### src/rtl/pacer_pkg.sv
`timescale 1ns/1ps
package pacer_pkg;
  typedef enum logic [1:0] {
    SCAN_INT     = 2'b00,
    SCAN_EXT     = 2'b01,
    SCAN_CONVIN  = 2'b10,
    SCAN_INT_ALT = 2'b11
  } scan_src_e;

  localparam logic [1:0] ADDR_CTRL = 2'd0;
  localparam logic [1:0] ADDR_SDIV = 2'd1;
  localparam logic [1:0] ADDR_CDIV = 2'd2;

  localparam int CTRL_EN  = 0;
  localparam int CTRL_SLO = 1;
  localparam int CTRL_SHI = 2;
  localparam int CTRL_CX  = 3;
  localparam int CTRL_CLR = 8;
endpackage

### src/rtl/pacer_div.sv
`timescale 1ns/1ps
module pacer_div #(
  parameter int DIV_W = 32
) (
  input  logic             clk,
  input  logic             rst_n,
  input  logic             run,
  input  logic [DIV_W-1:0] div,
  output logic             tick
);
  logic [DIV_W-1:0] cnt;

  assign tick = run && (cnt == '0);

  always_ff @(posedge clk or negedge rst_n) begin
    if (!rst_n)            cnt <= '0;
    else if (!run)         cnt <= div - 1'b1;
    else if (cnt == '0)    cnt <= div - 1'b1;
    else                   cnt <= cnt - 1'b1;
  end
endmodule

### src/rtl/pacer_edge.sv
`timescale 1ns/1ps
module pacer_edge #(
  parameter int MIN_GAP = 200,
  localparam int GAP_W  = $clog2(MIN_GAP + 1)
) (
  input  logic clk,
  input  logic rst_n,
  input  logic async_in,
  input  logic active,
  output logic accept,
  output logic early
);
  logic meta_q, sync_q, prev_q, rise;
  logic [GAP_W-1:0] gap;

  always_ff @(posedge clk or negedge rst_n) begin
    if (!rst_n) begin
      meta_q <= 1'b0;
      sync_q <= 1'b0;
      prev_q <= 1'b0;
    end else begin
      meta_q <= async_in;
      sync_q <= meta_q;
      prev_q <= sync_q;
    end
  end

  assign rise   = sync_q && !prev_q;
  assign accept = active && rise && (gap == '0);
  assign early  = active && rise && (gap != '0);

  always_ff @(posedge clk or negedge rst_n) begin
    if (!rst_n)         gap <= '0;
    else if (!active)   gap <= '0;
    else if (accept)    gap <= GAP_W'(MIN_GAP - 1);
    else if (gap != '0) gap <= gap - 1'b1;
  end
endmodule

### src/rtl/pacer_regs.sv
`timescale 1ns/1ps
module pacer_regs
  import pacer_pkg::*;
#(
  parameter int DIV_W   = 32,
  parameter int MIN_DIV = 200
) (
  input  logic             clk,
  input  logic             rst_n,
  input  logic             wr_en,
  input  logic [1:0]       wr_addr,
  input  logic [DIV_W-1:0] wr_data,
  input  logic             rate_evt,
  output logic             en_q,
  output scan_src_e        scan_src_q,
  output logic             conv_ext_q,
  output logic [DIV_W-1:0] scan_div_q,
  output logic [DIV_W-1:0] conv_div_q,
  output logic             cfg_err_q,
  output logic             rate_err_q
);
  localparam logic [DIV_W-1:0] FLOOR = DIV_W'(MIN_DIV);

  logic      ctrl_wr, div_wr, clr, src_diff, lock_hit, ratio_hit, scan_int_new;
  scan_src_e new_src;

  function automatic logic [DIV_W-1:0] floor_div(input logic [DIV_W-1:0] v);
    return (v < FLOOR) ? FLOOR : v;
  endfunction

  assign ctrl_wr      = wr_en && (wr_addr == ADDR_CTRL);
  assign div_wr       = wr_en && ((wr_addr == ADDR_SDIV) || (wr_addr == ADDR_CDIV));
  assign clr          = ctrl_wr && wr_data[CTRL_CLR];
  assign new_src      = scan_src_e'(wr_data[CTRL_SHI:CTRL_SLO]);
  assign src_diff     = (new_src != scan_src_q) || (wr_data[CTRL_CX] != conv_ext_q);
  assign lock_hit     = en_q && (div_wr || (ctrl_wr && src_diff));
  assign scan_int_new = (new_src == SCAN_INT) || (new_src == SCAN_INT_ALT);
  assign ratio_hit    = ctrl_wr && !en_q && wr_data[CTRL_EN] && scan_int_new &&
                        !wr_data[CTRL_CX] && (scan_div_q < conv_div_q);

  always_ff @(posedge clk or negedge rst_n) begin
    if (!rst_n) begin
      en_q       <= 1'b0;
      scan_src_q <= SCAN_INT;
      conv_ext_q <= 1'b0;
      scan_div_q <= FLOOR;
      conv_div_q <= FLOOR;
      cfg_err_q  <= 1'b0;
      rate_err_q <= 1'b0;
    end else begin
      if (ctrl_wr) begin
        en_q <= wr_data[CTRL_EN];
        if (!en_q) begin
          scan_src_q <= new_src;
          conv_ext_q <= wr_data[CTRL_CX];
        end
      end
      if (wr_en && !en_q && (wr_addr == ADDR_SDIV)) scan_div_q <= floor_div(wr_data);
      if (wr_en && !en_q && (wr_addr == ADDR_CDIV)) conv_div_q <= floor_div(wr_data);
      if (lock_hit || ratio_hit) cfg_err_q <= 1'b1;
      else if (clr)              cfg_err_q <= 1'b0;
      if (rate_evt)              rate_err_q <= 1'b1;
      else if (clr)              rate_err_q <= 1'b0;
    end
  end
endmodule

### src/rtl/pacer_clkgen.sv
`timescale 1ns/1ps
module pacer_clkgen
  import pacer_pkg::*;
#(
  parameter int DIV_W   = 32,
  parameter int MIN_DIV = 200
) (
  input  logic             clk,
  input  logic             rst_n,
  input  logic             wr_en,
  input  logic [1:0]       wr_addr,
  input  logic [DIV_W-1:0] wr_data,
  input  logic             ext_scan_in,
  input  logic             ext_conv_in,
  output logic             scan_stb,
  output logic             conv_stb,
  output logic             rate_err,
  output logic             cfg_err
);
  logic             en_q, conv_ext_q;
  scan_src_e        scan_src_q;
  logic [DIV_W-1:0] scan_div_q, conv_div_q;
  logic             scan_int, conv_from_ext;
  logic             s_tick, c_tick;
  logic             sx_acc, sx_early, cx_acc, cx_early;
  logic             scan_d, conv_d;

  pacer_regs #(.DIV_W(DIV_W), .MIN_DIV(MIN_DIV)) u_regs (
    .clk(clk), .rst_n(rst_n), .wr_en(wr_en), .wr_addr(wr_addr), .wr_data(wr_data),
    .rate_evt(sx_early || cx_early), .en_q(en_q), .scan_src_q(scan_src_q),
    .conv_ext_q(conv_ext_q), .scan_div_q(scan_div_q), .conv_div_q(conv_div_q),
    .cfg_err_q(cfg_err), .rate_err_q(rate_err)
  );

  assign scan_int      = (scan_src_q == SCAN_INT) || (scan_src_q == SCAN_INT_ALT);
  assign conv_from_ext = conv_ext_q || (scan_src_q == SCAN_CONVIN);

  pacer_div #(.DIV_W(DIV_W)) u_sdiv (
    .clk(clk), .rst_n(rst_n), .run(en_q && scan_int), .div(scan_div_q), .tick(s_tick)
  );
  pacer_div #(.DIV_W(DIV_W)) u_cdiv (
    .clk(clk), .rst_n(rst_n), .run(en_q && !conv_from_ext), .div(conv_div_q), .tick(c_tick)
  );

  pacer_edge #(.MIN_GAP(MIN_DIV)) u_sedge (
    .clk(clk), .rst_n(rst_n), .async_in(ext_scan_in),
    .active(en_q && (scan_src_q == SCAN_EXT)), .accept(sx_acc), .early(sx_early)
  );
  pacer_edge #(.MIN_GAP(MIN_DIV)) u_cedge (
    .clk(clk), .rst_n(rst_n), .async_in(ext_conv_in),
    .active(en_q && conv_from_ext), .accept(cx_acc), .early(cx_early)
  );

  always_comb begin
    if (scan_int)                      scan_d = s_tick;
    else if (scan_src_q == SCAN_EXT)   scan_d = sx_acc;
    else                               scan_d = cx_acc;
    conv_d = conv_from_ext ? cx_acc : c_tick;
  end

  always_ff @(posedge clk or negedge rst_n) begin
    if (!rst_n) begin
      scan_stb <= 1'b0;
      conv_stb <= 1'b0;
    end else begin
      scan_stb <= scan_d;
      conv_stb <= conv_d;
    end
  end
endmodule

### config.mk
export PLATFORM = sky130hd
export DESIGN_NAME = pacer_clkgen
export DESIGN_NICKNAME = d
export VERILOG_FILES = /design/src/rtl/pacer_pkg.sv /design/src/rtl/pacer_div.sv /design/src/rtl/pacer_edge.sv /design/src/rtl/pacer_regs.sv /design/src/rtl/pacer_clkgen.sv
export SDC_FILE = /design/constraint.sdc
export NUM_CORES = 1
export LEC_CHECK = 0
export ABC_AREA = 1
export CELL_PAD_IN_SITES_DETAIL_PLACEMENT = 1
export CELL_PAD_IN_SITES_GLOBAL_PLACEMENT = 1
export CORE_MARGIN = 8
export CORE_UTILIZATION = 46
export CTS_CLUSTER_SIZE = 40
export DETAILED_ROUTE_END_ITERATION = 16
export GPL_ROUTABILITY_DRIVEN = 0
export PLACE_DENSITY = 0.92
export SKIP_LAST_GASP = 1
export SYNTH_ARGS = -nofsm -noshare
export SYNTH_HDL_FRONTEND = slang
export SYNTH_SLANG_ARGS = --single-unit
### constraint.sdc
create_clock -name clk -period 2.1 [get_ports clk]
set_input_delay 0.42 -clock clk [delete_from_list [all_inputs] [get_ports clk]]
set_output_delay 0.42 -clock clk [all_outputs]
set_load 0.03 [all_outputs]
==> metrics.cfg <==
[sta]
hold_viol=0
slew_headroom_pct=62.0
clock_skew_ns=0.0126
finalHoldWorstSlack_ns=0.368
fmax_ghz=0.500
maxSlewViolCount=0
setup_viol=0
period_minus_slack_ns=2.00
worstMarginPinSlew_ns=0.569
post-route-period-util_pct=95.3
setup_ws_ns=0.0996

[yosys]
synth_top_flop_cell=dfrtp_1
yosys.cell_count.top_type=nand2_1
ys_ff_latch=158
seq_area_frac_synth_pct=38.1
async_flop_share_pct=100
yosysWarnings=0
synth.cell_area_um2=10400
syn-num-nets=1524
netlist_top_cells_count=367 x nand2_1, 229 x nor2_1, 174 x inv_1, 152 x dfrtp_1, 108 x o21ai_0
netlist_instances=1439
synth_edf_count=0
synth_cell_types=47
synth_top_area_cell=dfrtp_1
yosysTopAreaCellShare_pct=36.6
synth.area.top_cells=dfrtp_1 37%, nand2_1 13%, nor2_1 8.3%
syn_area_per_cell_um2=7.23

[setup_path]
cp_slowest_cell=dfrtp_1
cp_slowest_stage_delay_ns=0.43
critPathArrivalTime_ns=2.34
path_cells=nor2_1 > nand3_1 > nor2_1 > nand4_2 > nand2_8 > buf_4 > nand3_1 > o21ai_0 > inv_1
end_kind=flip-flop
path_buf_inv=2
reg2reg_from=u_cdiv.cnt[29]
ff2ff_path_depth=9
r2r_end=u_cdiv.cnt[2]
critical_path.top_delay_family=simple AND/OR/NAND/NOR gates
crit_fanout=14
critPathLaunchType=flip-flop
required_ns=2.44
r2r_slack_ns=0.1
worstSetupPathType=reg -> reg

[clock_tree]
cts_buffers=17
htreeDepth=4
clkSlewWorstSetupHoldPaths_ns=0.07
clock_latency_ns=0.45
cts_setup_buffers=0
cts_root_buf=clkbuf_16
cts_buffer_depth=2
cts.sinks=158
cts_tree=built

[drt]
ant_nets=0
drc=0
num_vias=10300
wl_per_cell_um=19.6
firstDrtPassIters=5
drt_iter0_markers=960
vias_per_cell=5.61
wirelength_um=36000

[global_route]
grt-ovfl-total=0
grt_use_total_pct=26.4
grt_max_degree=60
grt_pass1_vias=11200
antenna_found_initial=0
grt_pass1_wl_um=59000

[run]
drv_cap=0

[layout]
finalNetCount=1622
synthToLayoutAreaGrowth_pct=17.5
drive_above_1_share_pct=10.4
diodes=0
fin_cells=1835

[worst_hold_path]
hold_depth=0
hold_start=u_sedge.meta_q
hold_class=reg -> reg
min_to=u_sedge.sync_q

[die]
die_h_um=166
ios=43
rows=55
initial_utilization_pct=46.4
die_w_um=166
core_area_um2=22400
die_area_um2=27700

[run_status]
status=finished, final reports clean

[power]
leakagePower_nw=5.95
peakVddDrop_mv=0.561
power.density_nw_per_um2=1170

[place]
dp.cells=1802
place_ws_ns=-0.154
port_buffers=42
dpl.hpwl_um=26100

## layer usage
metal | vias up | share of wire [%] | GRT usage (%)
li1 | 4751 | - | -
met1 | 5129 | 42 | 31.3
met2 | 318 | 50 | 46.4
met3 | 102 | 4.7 | 4.28
met4 | 0 | 3.6 | 11.5
met5 | - | 0 | 0
## through the flow
stage / util [%] / setup TNS [ns] / total power [mW] / cell area, um^2
2_1_floorplan: - / 0 / 8.51 / 10400
3_3_place_gp: 51.6 / -0.0421 / 10.2 / 11600
3_5_place_dp: 51.6 / -0.359 / 10.7 / 11600
4_1_cts: 54.3 / 0 / 14.2 / 12200
5_1_grt: 54.5 / -0.207 / 15.2 / 12200
6_report: 54.5 / 0 / 14.3 / 12200
## report_power, final
part	internal (mW)	switching (mW)	total, mW
Clock	1.91	1.44	3.35
Combinational	2.23	3.86	6.09
Sequential	3.90	0.954	4.86
Total	8.04	6.25	14.3
## worst max path at each step
stage                               startpoint               end  cells after the start
after floorplan           u_regs.scan_src_q[0]    u_cedge.gap[3]                     10
after global placement           u_sdiv.cnt[0]    u_sdiv.cnt[31]                     11
after detailed placement            wr_addr[0]  u_regs.cfg_err_q                     11
after CTS                 u_regs.conv_div_q[1]    u_cdiv.cnt[18]                     10
after global routing            u_cdiv.cnt[29]     u_cdiv.cnt[2]                      9
final                           u_cdiv.cnt[29]     u_cdiv.cnt[2]                      9
## flip-flops by register name, summed over array words and instances (netlist names)
register and cells:
u_cedge.sync_q 1, u_sdiv.cnt 32, u_cedge.meta_q 1, scan_stb 1
u_sedge.prev_q 1, u_regs.conv_ext_q 1, u_sedge.sync_q 1, u_sedge.meta_q 1
u_cedge.gap 8, u_regs.cfg_err_q 1, u_regs.rate_err_q 1, u_regs.scan_src_q 2
u_regs.en_q 1, u_regs.conv_div_q 32, u_regs.scan_div_q 32, conv_stb 1
u_cedge.prev_q 1, u_cdiv.cnt 32, u_sedge.gap 8
## cells in the final DEF (no fill, tap or decap), types with 2 or more instances in the layout
cell type	count
o211ai_1	2
nor2_2	20
o21ai_1	11
nand4_1	21
nand3_1	83
o21a_1	4
clkinv_2	2
dfrtp_1	151
nor2_4	14
clkbuf_16	17
clkbuf_1	2
nor2_1	225
clkinvlp_4	3
nand2_2	6
clkinv_4	2
clkinv_1	2
dfstp_2	6
a21oi_1	29
bufinv_16	3
nand3b_1	3
nor3_1	13
xnor2_1	37
nand3_2	8
buf_4	52
nand2_1	367
and2_1	3
nor4_1	3
nor3_2	3
inv_1	174
or2_2	2
clkdlybuf4s50_1	41
buf_12	6
o22ai_1	2
ha_1	45
xor2_1	56
o21ai_0	108
## cells by family (layout without fill, tap and decap cells)
logic type                 after synthesis  after routing  synth area share, %
DFF                                    158            158                 38.1
adders and majority gates               46             46                 5.53
AOI/OAI and AO/OA                      167            167                 8.66
muxes                                    1              1                0.108
xor gates and xnor gates                93             93                 7.83
and+or+nand+nor                        774            774                 32.0
buffers and inverters                  200            311                 7.79
## what timing repair did
action,4_1_cts,5_1_grt
gates resized for setup,1,10
endpoints found under the setup margin,6,22
hold buffers,1,0
endpoints found under the hold margin,34,0
## worst reg2reg max path, cell delays in order, from the launching register on
cell and delay [ns]:
dfrtp_1 0.43, nor2_1 0.30, nand3_1 0.16, nor2_1 0.16, nand4_2 0.22, nand2_8 0.22
buf_4 0.19, nand3_1 0.09, o21ai_0 0.08, inv_1 0.05
## area by class of cell
class / count / area, um^2
Tap cell: 285 / 357
Fill cell: 2854 / 10200
Sequential cell: 158 / 3960
Multi-Input combinational cell: 1081 / 5690
Clock inverter: 12 / 160
Clock buffer: 20 / 447
Timing Repair Buffer: 101 / 942
Inverter: 178 / 671
No activity file was read; power rests on OpenSTA's default activity.
